$ cat src/rtl/cmpl_ring_pkg.sv
package cmpl_ring_pkg;

    typedef enum logic {
        ST_IDLE  = 1'b0,
        ST_WRITE = 1'b1
    } wr_state_e;

endpackage

$ cat src/rtl/cmpl_ring_ptr.sv
module cmpl_ring_ptr #(
    parameter int RING_DEPTH = 16,
    localparam int PTR_W = $clog2(RING_DEPTH)
) (
    input  logic             clk,
    input  logic             rst_n,
    input  logic             advance,
    input  logic [PTR_W-1:0] rd_ptr,
    output logic [PTR_W-1:0] wr_ptr,
    output logic             full
);

    logic [PTR_W-1:0] wr_d, wr_q, ptr_inc;

    generate
        if ((RING_DEPTH & (RING_DEPTH - 1)) == 0) begin : g_pow2
            assign ptr_inc = wr_q + 1'b1;
        end else begin : g_any
            assign ptr_inc = (wr_q == PTR_W'(RING_DEPTH - 1)) ? '0 : wr_q + 1'b1;
        end
    endgenerate

    always_comb begin
        wr_d = wr_q;
        if (advance) begin
            wr_d = ptr_inc;
        end
    end

    always_ff @(posedge clk) begin
        if (!rst_n) begin
            wr_q <= '0;
        end else begin
            wr_q <= wr_d;
        end
    end

    assign wr_ptr = wr_q;
    assign full   = (ptr_inc == rd_ptr);

endmodule

$ cat src/rtl/cmpl_coalesce.sv
module cmpl_coalesce #(
    parameter int COAL_W = 3,
    localparam int CNT_W = 1 << COAL_W
) (
    input  logic              clk,
    input  logic              rst_n,
    input  logic              wr_done,
    input  logic [COAL_W-1:0] code,
    output logic              hit
);

    logic [CNT_W-1:0] cnt_d, cnt_q, group;

    assign group = CNT_W'(1) << code;

    always_comb begin
        cnt_d = cnt_q;
        hit   = 1'b0;
        if (wr_done) begin
            if (cnt_q + 1'b1 >= group) begin
                hit   = 1'b1;
                cnt_d = '0;
            end else begin
                cnt_d = cnt_q + 1'b1;
            end
        end
    end

    always_ff @(posedge clk) begin
        if (!rst_n) begin
            cnt_q <= '0;
        end else begin
            cnt_q <= cnt_d;
        end
    end

endmodule

$ cat src/rtl/cmpl_status.sv
module cmpl_status (
    input  logic clk,
    input  logic rst_n,
    input  logic set_done,
    input  logic set_err,
    input  logic clr_done,
    input  logic clr_err,
    input  logic en_done,
    input  logic en_err,
    output logic sts_done,
    output logic sts_err,
    output logic irq
);

    typedef struct packed {
        logic done;
        logic err;
    } flags_t;

    flags_t flg_d, flg_q;

    always_comb begin
        flg_d = flg_q;
        if (clr_done) flg_d.done = 1'b0;
        if (clr_err)  flg_d.err  = 1'b0;
        if (set_done) flg_d.done = 1'b1;
        if (set_err)  flg_d.err  = 1'b1;
    end

    always_ff @(posedge clk) begin
        if (!rst_n) begin
            flg_q <= '0;
        end else begin
            flg_q <= flg_d;
        end
    end

    assign sts_done = flg_q.done;
    assign sts_err  = flg_q.err;
    assign irq      = (flg_q.done && en_done) || (flg_q.err && en_err);

endmodule

$ cat src/rtl/cmpl_ring_writer.sv
module cmpl_ring_writer
    import cmpl_ring_pkg::*;
#(
    parameter int RING_DEPTH = 16,
    parameter int DESC_W     = 32,
    parameter int COAL_W     = 3,
    localparam int PTR_W     = $clog2(RING_DEPTH)
) (
    input  logic              clk,
    input  logic              rst_n,
    input  logic              desc_valid,
    output logic              desc_ready,
    input  logic [DESC_W-1:0] desc_data,
    output logic              mem_req,
    output logic [PTR_W-1:0]  mem_slot,
    output logic [DESC_W-1:0] mem_data,
    input  logic              mem_ack,
    input  logic [COAL_W-1:0] cfg_coal_code,
    input  logic [PTR_W-1:0]  cfg_rd_ptr,
    input  logic              cfg_done_irq_en,
    input  logic              cfg_err_irq_en,
    input  logic              clr_done,
    input  logic              clr_err,
    output logic [PTR_W-1:0]  wr_ptr,
    output logic              sts_done,
    output logic              sts_err,
    output logic              irq
);

    typedef struct packed {
        wr_state_e         state;
        logic [DESC_W-1:0] desc;
    } ctl_t;

    ctl_t ctl_d, ctl_q;
    logic ring_full;
    logic drop;
    logic wr_done;
    logic group_hit;

    always_comb begin
        ctl_d   = ctl_q;
        drop    = 1'b0;
        wr_done = 1'b0;
        case (ctl_q.state)
            ST_IDLE: begin
                if (desc_valid) begin
                    if (ring_full) begin
                        drop = 1'b1;
                    end else begin
                        ctl_d.state = ST_WRITE;
                        ctl_d.desc  = desc_data;
                    end
                end
            end
            ST_WRITE: begin
                if (mem_ack) begin
                    wr_done     = 1'b1;
                    ctl_d.state = ST_IDLE;
                end
            end
            default: ctl_d.state = ST_IDLE;
        endcase
    end

    always_ff @(posedge clk) begin
        if (!rst_n) begin
            ctl_q <= '{state: ST_IDLE, desc: '0};
        end else begin
            ctl_q <= ctl_d;
        end
    end

    assign desc_ready = (ctl_q.state == ST_IDLE);
    assign mem_req    = (ctl_q.state == ST_WRITE);
    assign mem_data   = ctl_q.desc;
    assign mem_slot   = wr_ptr;

    cmpl_ring_ptr #(
        .RING_DEPTH(RING_DEPTH)
    ) i_ptr (
        .clk    (clk),
        .rst_n  (rst_n),
        .advance(wr_done),
        .rd_ptr (cfg_rd_ptr),
        .wr_ptr (wr_ptr),
        .full   (ring_full)
    );

    cmpl_coalesce #(
        .COAL_W(COAL_W)
    ) i_coal (
        .clk    (clk),
        .rst_n  (rst_n),
        .wr_done(wr_done),
        .code   (cfg_coal_code),
        .hit    (group_hit)
    );

    cmpl_status i_sts (
        .clk     (clk),
        .rst_n   (rst_n),
        .set_done(group_hit),
        .set_err (drop),
        .clr_done(clr_done),
        .clr_err (clr_err),
        .en_done (cfg_done_irq_en),
        .en_err  (cfg_err_irq_en),
        .sts_done(sts_done),
        .sts_err (sts_err),
        .irq     (irq)
    );

endmodule

$ cat config.mk
export PLATFORM = sky130hd
export DESIGN_NAME = cmpl_ring_writer
export DESIGN_NICKNAME = d
export VERILOG_FILES = /design/src/rtl/cmpl_ring_pkg.sv /design/src/rtl/cmpl_ring_ptr.sv /design/src/rtl/cmpl_coalesce.sv /design/src/rtl/cmpl_status.sv /design/src/rtl/cmpl_ring_writer.sv
export SDC_FILE = /design/constraint.sdc
export NUM_CORES = 1
export LEC_CHECK = 0
export BUFFER_PORTS_ARGS = -buffer_cell sky130_fd_sc_hd__clkbuf_2
export CAP_MARGIN = 40
export CORE_MARGIN = 1.5
export CORE_UTILIZATION = 49
export DETAILED_ROUTE_END_ITERATION = 8
export PLACE_DENSITY = 0.8
export SYNTH_ARGS = -nofsm -noshare
export SYNTH_HDL_FRONTEND = slang
export SYNTH_HIERARCHICAL = 1
export SYNTH_SLANG_ARGS = --single-unit
$ cat constraint.sdc
create_clock -name clk -period 3 [get_ports clk]
set_input_delay 0.9 -clock clk [delete_from_list [all_inputs] [get_ports clk]]
set_output_delay 0.9 -clock clk [all_outputs]
set_load 0.005 [all_outputs]
==> impl_metrics.json <==
{
  "status": "finished, final reports clean",
  "seqCellArea_um2": 941,
  "drive_above_1_share": 0.322,
  "hpwl_um": 3500,
  "endpoint": "i_sts/sts_done",
  "synth_area_mm2": 0.00239,
  "reg2reg_to": "i_coal/cnt_q[6]",
  "comb_power_share": 0.150,
  "final_hold_viol_count": 0,
  "ys_warn_count": 6,
  "drt_iter0_drc": 120,
  "finalMaxSlewViolations": 0,
  "worst_path_most_repeated_cell": "o21a_1",
  "wl_per_cell_um": 11.6,
  "p_seq_frac": 0.496,
  "fin_crit_ns": 2.60,
  "critPathCaptureType": "register",
  "grt_pass1_vias": 1858,
  "fin_nets": 401,
  "globalplace.congestion": 0.764,
  "powerDensity_mw_per_mm2": 468,
  "slew_headroom": 0.604,
  "reg2reg_from": "i_coal/cnt_q[0]",
  "path_class": "input port to register",
  "grt_max_degree": 47,
  "fin_skew_ns": 0.00427,
  "final_common_cell": "clkbuf_2",
  "cts_sinks": 47,
  "ant_nets": 0,
  "clock_path_buffers": 2,
  "avgSynthCellArea_um2": 9.19,
  "power_switching_mw": 0.338,
  "track_usage": 0.190,
  "synth_top_area_cell": "dfxtp_1",
  "startpoint_type": "input port",
  "path_cells": "clkbuf_2 > or3b_2 > ha_1 > and3_1 > o21ai_1 > a31oi_2 > o21a_1 > o21a_1",
  "power_leakage_nw": 1.40,
  "critPathArrivalTime_ns": 2.79,
  "antenna_found_initial": 0,
  "portBuffers": 91,
  "power_switching_share": 0.246,
  "drc": 0,
  "crit_family": "compound AO/OA/AOI/OAI gates",
  "cp_slowest_stage_delay_ns": 0.48,
  "routed_via_density": 4.91,
  "r2r_cells": 9,
  "rsz0062_at_grt": "no",
  "final_cell_mix": "clkbuf_2, nand2_1, dfxtp_1",
  "cts_hold_buf": 0,
  "hold_class": "register to register",
  "rows": 25,
  "rrSetupSlack_ns": 0.49,
  "synth_nets": 317,
  "cp.required_ns": 3.19,
  "post_cts_buffers": 0,
  "crit_path_max_fanout": 9,
  "synth_cell_types": 36,
  "antenna_cells": 0,
  "clockRootBuffer": "clkbuf_8",
  "cts_tree": "done",
  "setup_tns_ns": 0,
  "io_pins": 92,
  "cp.depth": 8,
  "yosysSeqAreaShare": 0.394,
  "grt_overflow": 0,
  "dieArea_mm2": 0.00530,
  "power.internal_mw": 1.04,
  "finalPower_mw": 1.37,
  "period_share": 0.866,
  "ir_drop_mv": 0.334,
  "synth.area.top_cells": "dfxtp_1, mux2i_1, nand2_1",
  "power_frac_clock": 0.354,
  "vias": 2022,
  "grt_pass1_wl_um": 7960,
  "firstDrtPassIters": 4,
  "multiInputGateArea_mm2": 0.00129,
  "routed_wl_um": 4790,
  "area_growth_pct": 22.9,
  "clk_latency_ns": 0.29,
  "die_w_um": 72.8,
  "cts-buffers-inserted": 5,
  "crit_buf_inv": 1,
  "die_y_um": 72.8,
  "tightest_slew_ns": 0.589,
  "clkTransAtPathRegs_ns": 0.09,
  "startpoint": "cfg_coal_code[0]",
  "postSynthCellCount": 260,
  "htreeDepth": 2,
  "fillers": 400,
  "cpMaxStageDelayCell": "or3b_2",
  "initial_utilization": 0.506,
  "drv_cap": 0,
  "synth_seq_cells": 47,
  "finalSetupViolCount": 0,
  "synth.top_cell.area_share": 0.394,
  "core_area_mm2": 0.00472,
  "cts_resized": 0,
  "fmax_ghz": 0.385
}
==> worst min-delay path, cell delays in order, from the launching register on <==
cell and delay, ns:
dfxtp_1 0.32, nand2_1 0.05, mux2i_1 0.05
==> power by group through the flow <==
stage	logic [mW]	clock network, mW	registers, mW
floorplan	0.133	0	0.696
global placement	0.204	0	0.694
detailed placement	0.209	0	0.695
CTS	0.210	0.504	0.681
global route	0.229	0.531	0.686
finish	0.206	0.487	0.681
==> kinds of logic after synthesis <==
| logic type | count (synthesis) | share of synthesized area |
|---|---|---|
| simple gates | 114 | 0.230 |
| xor+xnor | 15 | 0.0550 |
| fa+ha+maj | 10 | 0.0524 |
| flops | 47 | 0.394 |
| compound gates | 17 | 0.0597 |
| mux | 33 | 0.138 |
| buf+inv | 24 | 0.0707 |
==> worst min path at each step <==
stage                   end  slack (ns)  cells past startpoint          from
2_1_floorplan   mem_data[0]        0.45                      2   mem_data[0]
3_3_place_gp    mem_data[4]        0.44                      2   mem_data[4]
3_5_place_dp   mem_data[31]        0.45                      2  mem_data[31]
4_1_cts        mem_data[31]        0.46                      2  mem_data[31]
5_1_grt        mem_data[31]        0.48                      2  mem_data[31]
6_report       mem_data[31]        0.46                      2  mem_data[31]
==> metal layers <==
metal / track usage / wire length, µm / vias to the layer above
met4: 0.0440 / 14 / 0
met5: 0 / 0 / -
met3: 0.0649 / 294 / 2
li1: - / - / 1044
met1: 0.227 / 2180 / 915
met2: 0.328 / 2290 / 61
==> synthesized netlist by cell type <==
master    instances
o21a_1            4
nand2_1          72
ha_1             10
o21ai_1           1
nand3_1           6
a22o_2            1
and2_1            4
nor3b_2           1
o41ai_2           1
a21oi_1           1
nor2_1            3
or3b_2            2
o211ai_1          1
buf_6             1
or3_1             1
nor3_2            1
nand4_1           4
o31ai_1           4
xnor2_1          11
nor2b_1           4
nand3b_1         10
nor3_1            1
a31oi_2           1
mux2i_1          33
buf_2             6
clkbuf_1          3
and3_1            2
o41ai_1           3
buf_4             4
dfxtp_1          47
nor2b_2           1
nor4_1            1
buf_12            3
inv_1             7
nand3_2           1
xor2_1            4
==> sequential cells by signal (all words and copies together), names as in the netlist <==
name / cells
mem_data: 32
i_coal/cnt_q: 8
i_ptr/wr_ptr: 4
i_sts/sts_done: 1
i_sts/sts_err: 1
mem_req: 1
==> area by class of cell <==
class,count,share of cell area
tap,67,0.0285
clock inverter,2,0.0132
inverter,7,0.00895
timing repair buffer,94,0.163
clock buffer,6,0.0281
multi-input combinational,189,0.438
sequential,47,0.320
==> through the flow <==
step / std cells / utilization / area, µm² / hold WS [ns] / setup slack, ns
floorplan: 260 / - / 2390 / 0.451 / 0.394
global placement: 404 / 0.596 / 2820 / 0.441 / 0.144
detailed placement: 404 / 0.596 / 2820 / 0.447 / 0.0807
CTS: 412 / 0.622 / 2940 / 0.464 / 0.403
global route: 412 / 0.622 / 2940 / 0.480 / 0.244
finish: 412 / 0.622 / 2940 / 0.460 / 0.401
(Power assumes the default switching activity.)
